<file path="src/rtl/ptw_pkg.sv">
package ptw_pkg;

   typedef enum logic [1:0] {
      ST_IDLE = 2'd0,
      ST_REQ  = 2'd1,
      ST_WAIT = 2'd2
   } ptw_state_e;

   typedef logic [1:0] ptw_lvl_t;

   localparam ptw_lvl_t LVL_TOP  = 2'd1;
   localparam ptw_lvl_t LVL_LEAF = 2'd3;

endpackage

</file>
<file path="src/rtl/ptw_addr_gen.sv">
module ptw_addr_gen import ptw_pkg::*; #(
   parameter int VA_W     = 32,
   parameter int PA_W     = 36,
   parameter int OFF_W    = 12,
   parameter int L1_IDX_W = 2,
   parameter int LX_IDX_W = 9,
   parameter int PTE_SH   = 2
)(
   input  ptw_lvl_t          lvl,
   input  logic [VA_W-1:0]   va,
   input  logic [PA_W-1:0]   base,
   output logic [PA_W-1:0]   pte_addr
);
   localparam int IDX_W = (L1_IDX_W > LX_IDX_W) ? L1_IDX_W : LX_IDX_W;
   localparam int MID_LO = OFF_W + LX_IDX_W;

   logic [IDX_W-1:0] idx;
   logic             unused_off;

   generate
      if (VA_W != L1_IDX_W + 2 * LX_IDX_W + OFF_W) begin : g_bad_split
         $error("ptw_addr_gen: index fields do not cover the virtual address");
      end
   endgenerate

   always_comb begin
      case (lvl)
         2'd1:    idx = IDX_W'(va[VA_W-1 -: L1_IDX_W]);
         2'd2:    idx = IDX_W'(va[MID_LO +: LX_IDX_W]);
         default: idx = IDX_W'(va[OFF_W +: LX_IDX_W]);
      endcase
   end

   assign pte_addr   = base + (PA_W'(idx) << PTE_SH);
   assign unused_off = ^va[OFF_W-1:0];

endmodule

</file>
<file path="src/rtl/ptw_pte_dec.sv">
module ptw_pte_dec #(
   parameter int PTE_W     = 32,
   parameter int PA_W      = 36,
   parameter int VALID_BIT = 31,
   parameter int TBL_SH    = 11,
   parameter int OFF_W     = 12
)(
   input  logic [PTE_W-1:0]      pte,
   output logic                  pte_ok,
   output logic [PA_W-1:0]       next_base,
   output logic [PA_W-OFF_W-1:0] frame
);
   localparam int PTR_W   = PA_W - TBL_SH;
   localparam int FRAME_W = PA_W - OFF_W;
   localparam int HI_W    = (PTR_W > FRAME_W) ? PTR_W : FRAME_W;

   generate
      if (VALID_BIT < HI_W || VALID_BIT >= PTE_W) begin : g_bad_valid
         $error("ptw_pte_dec: valid flag overlaps the pointer field");
      end
      if (PTE_W > HI_W) begin : g_spare
         logic unused_hi;
         assign unused_hi = ^pte[PTE_W-1:HI_W];
      end
   endgenerate

   assign pte_ok    = pte[VALID_BIT];
   assign next_base = {pte[PTR_W-1:0], {TBL_SH{1'b0}}};
   assign frame     = pte[FRAME_W-1:0];

endmodule

</file>
<file path="src/rtl/pt_walker.sv">
module pt_walker import ptw_pkg::*; #(
   parameter int VA_W      = 32,
   parameter int PA_W      = 36,
   parameter int OFF_W     = 12,
   parameter int L1_IDX_W  = 2,
   parameter int LX_IDX_W  = 9,
   parameter int PTE_W     = 32,
   parameter int VALID_BIT = 31
)(
   input  logic            clk,
   input  logic            rst,
   input  logic            req_valid,
   output logic            req_ready,
   input  logic [VA_W-1:0] req_vaddr,
   input  logic [PA_W-1:0] root_base,
   output logic            mem_req_valid,
   input  logic            mem_req_ready,
   output logic [PA_W-1:0] mem_req_addr,
   input  logic            mem_rsp_valid,
   input  logic [PTE_W-1:0] mem_rsp_data,
   output logic            done,
   output logic            fault,
   output logic [1:0]      fault_level,
   output logic [PA_W-1:0] paddr
);
   localparam int PTE_SH  = $clog2(PTE_W / 8);
   localparam int TBL_SH  = LX_IDX_W + PTE_SH;
   localparam int ROOT_SH = L1_IDX_W + PTE_SH;
   localparam int FRAME_W = PA_W - OFF_W;

   generate
      if (PTE_W % 8 != 0 || (1 << PTE_SH) * 8 != PTE_W) begin : g_bad_pte
         $error("pt_walker: entry width must be a power-of-two byte count");
      end
      if (VA_W != L1_IDX_W + 2 * LX_IDX_W + OFF_W) begin : g_bad_va
         $error("pt_walker: virtual address split is inconsistent");
      end
      if (TBL_SH >= PA_W || OFF_W >= PA_W) begin : g_bad_pa
         $error("pt_walker: physical address too narrow");
      end
   endgenerate

   ptw_state_e          state;
   ptw_lvl_t            lvl_q;
   logic [VA_W-1:0]     va_q;
   logic [PA_W-1:0]     base_q;
   logic [PA_W-1:0]     paddr_q;
   logic                fault_q;
   logic [1:0]          flvl_q;
   logic                done_q;

   logic [PA_W-1:0]     root_aligned;
   logic [PA_W-1:0]     pte_addr;
   logic                pte_ok;
   logic [PA_W-1:0]     next_base;
   logic [FRAME_W-1:0]  frame;
   logic                unused_root;

   assign root_aligned = {root_base[PA_W-1:ROOT_SH], {ROOT_SH{1'b0}}};
   assign unused_root  = ^root_base[ROOT_SH-1:0];

   ptw_addr_gen #(
      .VA_W(VA_W), .PA_W(PA_W), .OFF_W(OFF_W),
      .L1_IDX_W(L1_IDX_W), .LX_IDX_W(LX_IDX_W), .PTE_SH(PTE_SH)
   ) i_addr_gen (
      .lvl(lvl_q), .va(va_q), .base(base_q), .pte_addr(pte_addr)
   );

   ptw_pte_dec #(
      .PTE_W(PTE_W), .PA_W(PA_W), .VALID_BIT(VALID_BIT),
      .TBL_SH(TBL_SH), .OFF_W(OFF_W)
   ) i_pte_dec (
      .pte(mem_rsp_data), .pte_ok(pte_ok), .next_base(next_base), .frame(frame)
   );

   always_ff @(posedge clk) begin
      if (rst) begin
         state   <= ST_IDLE;
         lvl_q   <= LVL_TOP;
         va_q    <= '0;
         base_q  <= '0;
         paddr_q <= '0;
         fault_q <= 1'b0;
         flvl_q  <= 2'd0;
         done_q  <= 1'b0;
      end else begin
         done_q <= 1'b0;
         case (state)
            ST_IDLE: begin
               if (req_valid) begin
                  va_q   <= req_vaddr;
                  base_q <= root_aligned;
                  lvl_q  <= LVL_TOP;
                  state  <= ST_REQ;
               end
            end
            ST_REQ: begin
               if (mem_req_ready) state <= ST_WAIT;
            end
            ST_WAIT: begin
               if (mem_rsp_valid) begin
                  if (!pte_ok) begin
                     fault_q <= 1'b1;
                     flvl_q  <= lvl_q;
                     done_q  <= 1'b1;
                     state   <= ST_IDLE;
                  end else if (lvl_q == LVL_LEAF) begin
                     paddr_q <= {frame, va_q[OFF_W-1:0]};
                     fault_q <= 1'b0;
                     flvl_q  <= 2'd0;
                     done_q  <= 1'b1;
                     state   <= ST_IDLE;
                  end else begin
                     base_q <= next_base;
                     lvl_q  <= lvl_q + 2'd1;
                     state  <= ST_REQ;
                  end
               end
            end
            default: state <= ST_IDLE;
         endcase
      end
   end

   assign req_ready     = (state == ST_IDLE);
   assign mem_req_valid = (state == ST_REQ);
   assign mem_req_addr  = pte_addr;
   assign done          = done_q;
   assign fault         = fault_q;
   assign fault_level   = flvl_q;
   assign paddr         = paddr_q;

   // checks kept beside the walk logic
   logic armed;
   logic rst_q;

   always_ff @(posedge clk) begin
      rst_q <= rst;
      if (rst) armed <= 1'b0;
      else     armed <= 1'b1;
   end

   always @(negedge clk) begin
      if (rst_q) begin
         assert_reset_idle_R11: assert (req_ready && !mem_req_valid && !done)
            else $error("walker not idle after reset");
      end
   end

   assert_req_hold_R7: assert property (@(posedge clk) disable iff (rst)
      (mem_req_valid && !mem_req_ready) |=> (mem_req_valid && $stable(mem_req_addr)));

   assert_one_outstanding_R7: assert property (@(posedge clk) disable iff (rst)
      (mem_req_valid && mem_req_ready) |=> !mem_req_valid);

   assert_done_pulse_R8: assert property (@(posedge clk) disable iff (rst)
      done |=> !done);

   assert_result_hold_R8: assert property (@(posedge clk) disable iff (rst || !armed)
      !done |-> ($stable(paddr) && $stable(fault) && $stable(fault_level)));

   assert_fault_level_R6: assert property (@(posedge clk) disable iff (rst)
      done |-> (fault ? (fault_level != 2'd0) : (fault_level == 2'd0)));

   assert_idle_no_read_R9: assert property (@(posedge clk) disable iff (rst)
      req_ready |-> !mem_req_valid);

   assert_accept_start_R12: assert property (@(posedge clk) disable iff (rst)
      (req_valid && req_ready) |=> (!req_ready && mem_req_valid));

endmodule

</file>
<file path="config.mk">
export PLATFORM = sky130hd
export DESIGN_NAME = pt_walker
export DESIGN_NICKNAME = d
export VERILOG_FILES = /design/src/rtl/ptw_pkg.sv /design/src/rtl/ptw_addr_gen.sv /design/src/rtl/ptw_pte_dec.sv /design/src/rtl/pt_walker.sv
export SDC_FILE = /design/constraint.sdc
export NUM_CORES = 1
export LEC_CHECK = 0
export ABC_CLOCK_PERIOD_IN_PS = 3800
export BUFFER_PORTS_ARGS = -buffer_cell sky130_fd_sc_hd__buf_2
export CORE_UTILIZATION = 30
export DETAILED_ROUTE_END_ITERATION = 16
export GPL_ROUTABILITY_DRIVEN = 1
export GPL_TIMING_DRIVEN = 1
export PLACE_DENSITY = 0.65
export SYNTH_ARGS = -nofsm -noshare
export SYNTH_HDL_FRONTEND = slang
export SYNTH_SLANG_ARGS = --single-unit
</file>
<file path="constraint.sdc">
create_clock -name clk -period 3.8 [get_ports clk]
set_input_delay 0.57 -clock clk [delete_from_list [all_inputs] [get_ports clk]]
set_output_delay 0.57 -clock clk [all_outputs]
set_load 0.03 [all_outputs]
</file>
### Word level (Yosys, flattened, before mapping)

Cells that the tools add are included.
W data, S select, Z words.

| operators by class | value |
|---|---|
| $add $sub $neg | 2 |
| equality and inequality tests | 11 |
| muxes and demuxes | 22 |
| bitwise gates (word level) | 2 |
| reductions and logical operators | 8 |

Operators with widths:

| cell | count |
|---|---|
| $mux W36 | 4 |
| $pmux W36 S2 | 1 |
| $add A36 B11 Y36 | 1 |
| $pmux W9 S2 | 1 |
| $mux W2 | 8 |
| $ne A2 B2 Y1 const B | 4 |
| $eq A2 B2 Y1 const B | 3 |
| $mux W1 | 6 |
| $pmux W2 S3 | 1 |
| $reduce_and A3 Y1 | 2 |
| $reduce_and A5 Y1 | 1 |
| $eq A2 B1 Y1 const B | 2 |
| $ne A2 B1 Y1 const B | 2 |
| $pmux W2 S2 | 1 |
| $reduce_and A4 Y1 | 1 |
| $reduce_or A3 Y1 | 1 |
| $add A2 B1 Y2 const B | 1 |
| $logic_not A2 Y1 | 1 |
| $not A1 Y1 | 2 |
| $reduce_and A2 Y1 | 1 |
| $reduce_bool A2 Y1 | 1 |

| storage, ports and cells | value |
|---|---|
| register bits | 112 |
| input bits | 105 |
| output and inout bits | 78 |
| logic and storage cells | 53 |

### Longest topological paths before layout

| logic depth | value |
|---|---|
| depth in word-level cells | 5 |
| depth in mapped cells | 14 |
| mapped depth without buffers | 12 |

### By module

Synthesis repeated with hierarchy kept, for this count alone.

| second synthesis, totals | value |
|---|---|
| cells, all modules | 766 |
| area total of the unflattened synthesis | 6673.9 um^2 |

By module, submodules not included:

| module | times used | cells an instance | area an instance (um^2) | seq. area each (um^2) |
|---|---|---|---|---|
| pt_walker | 1 | 555 | 5089.9 | 2242.2 |
| ptw_addr_gen | 1 | 149 | 1122.3 | 0.0 |
| ptw_pte_dec | 1 | 62 | 461.7 | 0.0 |

### Worst setup path before layout

OpenSTA, ideal clock, no wires.

| timing path | value |
|---|---|
| path type | register to output |
| start | reg lvl_q[0] |
| end | out mem_req_addr[22] |
| arrival | 3.312 ns |
| required time | 3.230 ns |
| slack | -0.082 ns |
| stages on the path, launching flop included | 15 |
| buffers on the path | 2 |
| cells stage by stage | dfxtp_1 inv_1 ha_1 clkbuf_1 clkbuf_1 nand2_1 o21ai_0 ha_1 inv_1 fa_1 and2b_2 o31ai_1 a211oi_2 and3_1 xor2_1 |

| between the ends | value |
|---|---|
| cells in the longest elaborated chain, start to end | 3 |
| elaborated cells between the ends (all ways) | 4 |
| those cells by class | 1 x add/sub; 2 x eq/ne; 1 x mux |

Ends and longest elaborated chain:

| element | RTL line | RTL |
|---|---|---|
| start: declaration | pt_walker.sv:44 | `ptw_lvl_t lvl_q;` |
| start signal: assignment | pt_walker.sv:115 | `lvl_q <= lvl_q + 2'd1;` |
| $eq A2 B2 Y1 / $eq A2 B1 Y1 (equally long branches) | ptw_addr_gen.sv:27 | `case (lvl)` |
| $pmux W9 S2 (*) | ptw_addr_gen.sv:27 |  |
| $add A36 B11 Y36 (*) | ptw_addr_gen.sv:34 | `assign pte_addr = base + (PA_W'(idx) << PTE_SH);` |
| end: declaration | pt_walker.sv:18 | `output logic [PA_W-1:0] mem_req_addr,` |

Every way passes the cells marked *; elsewhere a longest branch is shown, timed or not.

### Worst setup path after layout

| timing path | value |
|---|---|
| start | reg lvl_q[0] |
| end | out mem_req_addr[28] |

Same word-level chain as after synthesis.

==> flow_metrics.env <==
export IMPL_crit_required_ps=3230
export IMPL_p_per_area_nw_per_um2=411
export IMPL_die_x_um=130
export IMPL_rr_endpoint="base_q[19]$_SDFFE_PP0P_"
export IMPL_crit_chain="inv_2 -> ha_4 -> nand2_2 -> o21ai_2 -> ha_2 -> inv_2 -> fa_2 -> and2b_2 -> o31ai_4 -> a2111o_1 -> nor2_2 -> xor2_2 -> buf_6"
export IMPL_synth_seq_area_share_pct=44.0
export IMPL_cts_root_buf="clkbuf_16"
export IMPL_slew_viol_final=0
export IMPL_grt_pass1_wl_um=22600
export IMPL_grt_overflow=0
export IMPL_hold_path_end="va_q[28]$_SDFFE_PP0P_"
export IMPL_fp_dieH_um=130
export IMPL_ctsHoldBuffers=0
export IMPL_cts_sinks=108
export IMPL_core_um2=15900
export IMPL_rows=46
export IMPL_drtAntennaViolNets=0
export IMPL_slowest_delay_ps=490
export IMPL_worstMarginPinSlew_ps=1150
export IMPL_min_from="req_vaddr[28]"
export IMPL_numCtsBuffers=9
export IMPL_first_pass_iters=4
export IMPL_reg2reg_from="lvl_q[1]$_SDFFE_PP0P_"
export IMPL_layout_common_cells="nand2_1, buf_2, dfxtp_1, a21oi_1, nor2_1"
export IMPL_vias_per_cell=4.64
export IMPL_top_level_ports=183
export IMPL_syn2layout_area_growth_pct=31.3
export IMPL_outcome="completed"
export IMPL_antenna_found_initial=1
export IMPL_routedWlPerCell_um=14.2
export IMPL_grt_start_max_net_pins=109
export IMPL_clk_pin_slew_ps=80
export IMPL_fin_skew_ps=9.28
export IMPL_yosysWarnings=0
export IMPL_hp_class="in2reg"
export IMPL_netlist_area_um2=4910
export IMPL_layout_commonest_cell="nand2_1"
export IMPL_syn_inst=650
export IMPL_min_period_ps=3650
export IMPL_dieArea_um2=16900
export IMPL_grt_usage_pct=17.4
export IMPL_clockBufferDepth=2
export IMPL_layout_drive_gt1_share_pct=28.8
export IMPL_wl_um=14500
export IMPL_tns_ps=0
export IMPL_fin_crit_sh_pct=96.0
export IMPL_ys_ff_latch=108
export IMPL_drcViolationCount=0
export IMPL_hpwl_um=10600
export IMPL_r2r_slack_ps=1470
export IMPL_slew_limit_headroom_pct=23.1
export IMPL_fmax_mhz=274
export IMPL_drtIter0Drc=193
export IMPL_hold_viol_final=0
export IMPL_finalSetupViolations=0
export IMPL_start_util_pct=30.8
export IMPL_insertion_delay_ps=350
export IMPL_portBuffers=170
export IMPL_p_leak_nw=2.74
export IMPL_maxCapViolations=0
export IMPL_finalPower_w=0.00265
export IMPL_holdWs_ps=445
export IMPL_nFillCells=1635
export IMPL_arrival_ps=3080
export IMPL_end_kind="output port"
export IMPL_cts_tree="built"
export IMPL_vias=4763
export IMPL_path_class="reg2out"
export IMPL_ys_types=41
export IMPL_utilization_pct=40.5
export IMPL_startpoint_type="flop"
export IMPL_gp_congestion=0.856
export IMPL_path_max_fanout=7
export IMPL_holdPathStages=3
export IMPL_cp_common_cell="inv_2"
export IMPL_htreeDepth=3
export IMPL_final_nets=921
export IMPL_r2r_cells=7
export IMPL_cp_slowest_cell="a2111o_1"
export IMPL_grt_pass1_vias=4480
export IMPL_syn_avg_cell_area_um2=7.56
export IMPL_peakVddDrop_mv=0.234
-- flip-flops by register name, indices dropped and copies added, names as in the netlist --
name and flops:
fault 1, lvl_q 2, state 2, va_q 32, paddr 36, base_q 32, done 1, fault_level 2
-- metrics by stage --
stage / cell area (µm²) / cells / worst slack, ps
2_1_floorplan: 4970 / 651 / 8.92
3_3_place_gp: 6000 / 1004 / 160
3_5_place_dp: 6000 / 1004 / 117
4_1_cts: 6380 / 1022 / 40.3
5_1_grt: 6450 / 1026 / -9.12
6_report: 6450 / 1027 / 151
-- worst max-delay path, delay by kind of cell, from the launching register on --
kind | cells | cell delay [ps]
adder cells (fa/ha/maj) | 3 | 860
XOR/XNOR | 1 | 160
buffers and inverters | 3 | 230
flip-flops | 1 | 340
AND/OR/NAND/NOR | 3 | 500
AO/OA/AOI/OAI | 3 | 630
-- power breakdown --
part / leakage [nW] / internal, W / total (W) / switching [W]
logic: 1.71 / 0.000145 / 0.000389 / 0.000244
clock network: 0.156 / 0.000581 / 0.00102 / 0.000439
registers: 0.882 / 0.00119 / 0.00124 / 0.0000533
total: 2.74 / 0.00192 / 0.00265 / 0.000736
-- synthesized netlist by cell type (all sizes together) --
cell | n | area (µm²)
buf | 15 | 80.1
and2 | 3 | 18.8
nand2 | 219 | 822
nand4 | 5 | 31.3
o21ai | 12 | 60.1
o31ai | 1 | 7.51
and3 | 5 | 31.3
nand2b | 4 | 25.0
a21oi | 85 | 429
nor3b | 1 | 7.51
dfxtp | 108 | 2160
inv | 7 | 26.3
or2 | 1 | 6.26
nand3b | 1 | 7.51
a2111o | 1 | 11.3
nor2b | 2 | 12.5
ha | 10 | 125
nor2 | 44 | 165
or3 | 1 | 6.26
a311oi | 25 | 219
fa | 1 | 20.0
o211ai | 1 | 7.51
conb | 1 | 3.75
o2111ai | 1 | 26.3
o31a | 1 | 8.76
a211oi | 2 | 20.0
nor3 | 4 | 20.0
and2b | 1 | 8.76
clkbuf | 29 | 109
nand3 | 19 | 95.1
a21o | 2 | 16.3
a22oi | 4 | 30.0
and4 | 1 | 11.3
xnor2 | 21 | 184
o21a | 4 | 30.0
xor2 | 8 | 70.1
-- cells by family after synthesis --
group | synth area share [%]
adders and majority gates | 2.95
AOI/OAI and AO/OA | 17.6
xor gates and xnor gates | 5.17
and+or+nand+nor | 25.8
other | 0.0763
DFF | 44.0
buffers and inverters | 4.38
-- what timing repair did --
action,4_1_cts,5_1_grt
hold endpoints to repair,0,0
setup buffers,2,4
resized for setup,9,14
setup endpoints to repair,19,21
pin swaps,1,8
-- layer usage --
metal	global-route usage, %	part of all wire [%]
met1	23.2	48
met2	27.6	46
met3	2.99	4.1
met4	7.25	1.9
met5	0	0.076
-- final cells by class --
| type | instances | area, µm² | share of cell area, % |
|---|---|---|---|
| multi-input cells | 492 | 2670 | 41.4 |
| flip-flops and latches | 108 | 2160 | 33.5 |
| repair buffers | 187 | 998 | 15.5 |
| well taps | 216 | 270 | 4.19 |
| clock buffers | 9 | 225 | 3.49 |
| clock inverters | 7 | 98.8 | 1.53 |
| inverters | 7 | 26.3 | 0.407 |
| diodes | 1 | 2.50 | 0.0388 |
-- worst max path at each step --
stage | from | endpoint | slack [ps] | depth (start not counted)
finish | lvl_q[0]$_SDFFE_PP1P_ | mem_req_addr[28] | 150 | 13
global route | lvl_q[0]$_SDFFE_PP1P_ | mem_req_addr[28] | -9 | 13
CTS | lvl_q[0]$_SDFFE_PP1P_ | mem_req_addr[28] | 40 | 12
detailed placement | lvl_q[0]$_SDFFE_PP1P_ | mem_req_addr[32] | 120 | 12
global placement | lvl_q[0]$_SDFFE_PP1P_ | mem_req_addr[22] | 160 | 12
floorplan | lvl_q[0]$_SDFFE_PP1P_ | mem_req_addr[24] | 9 | 13
Power figures use the tool's default switching activity.
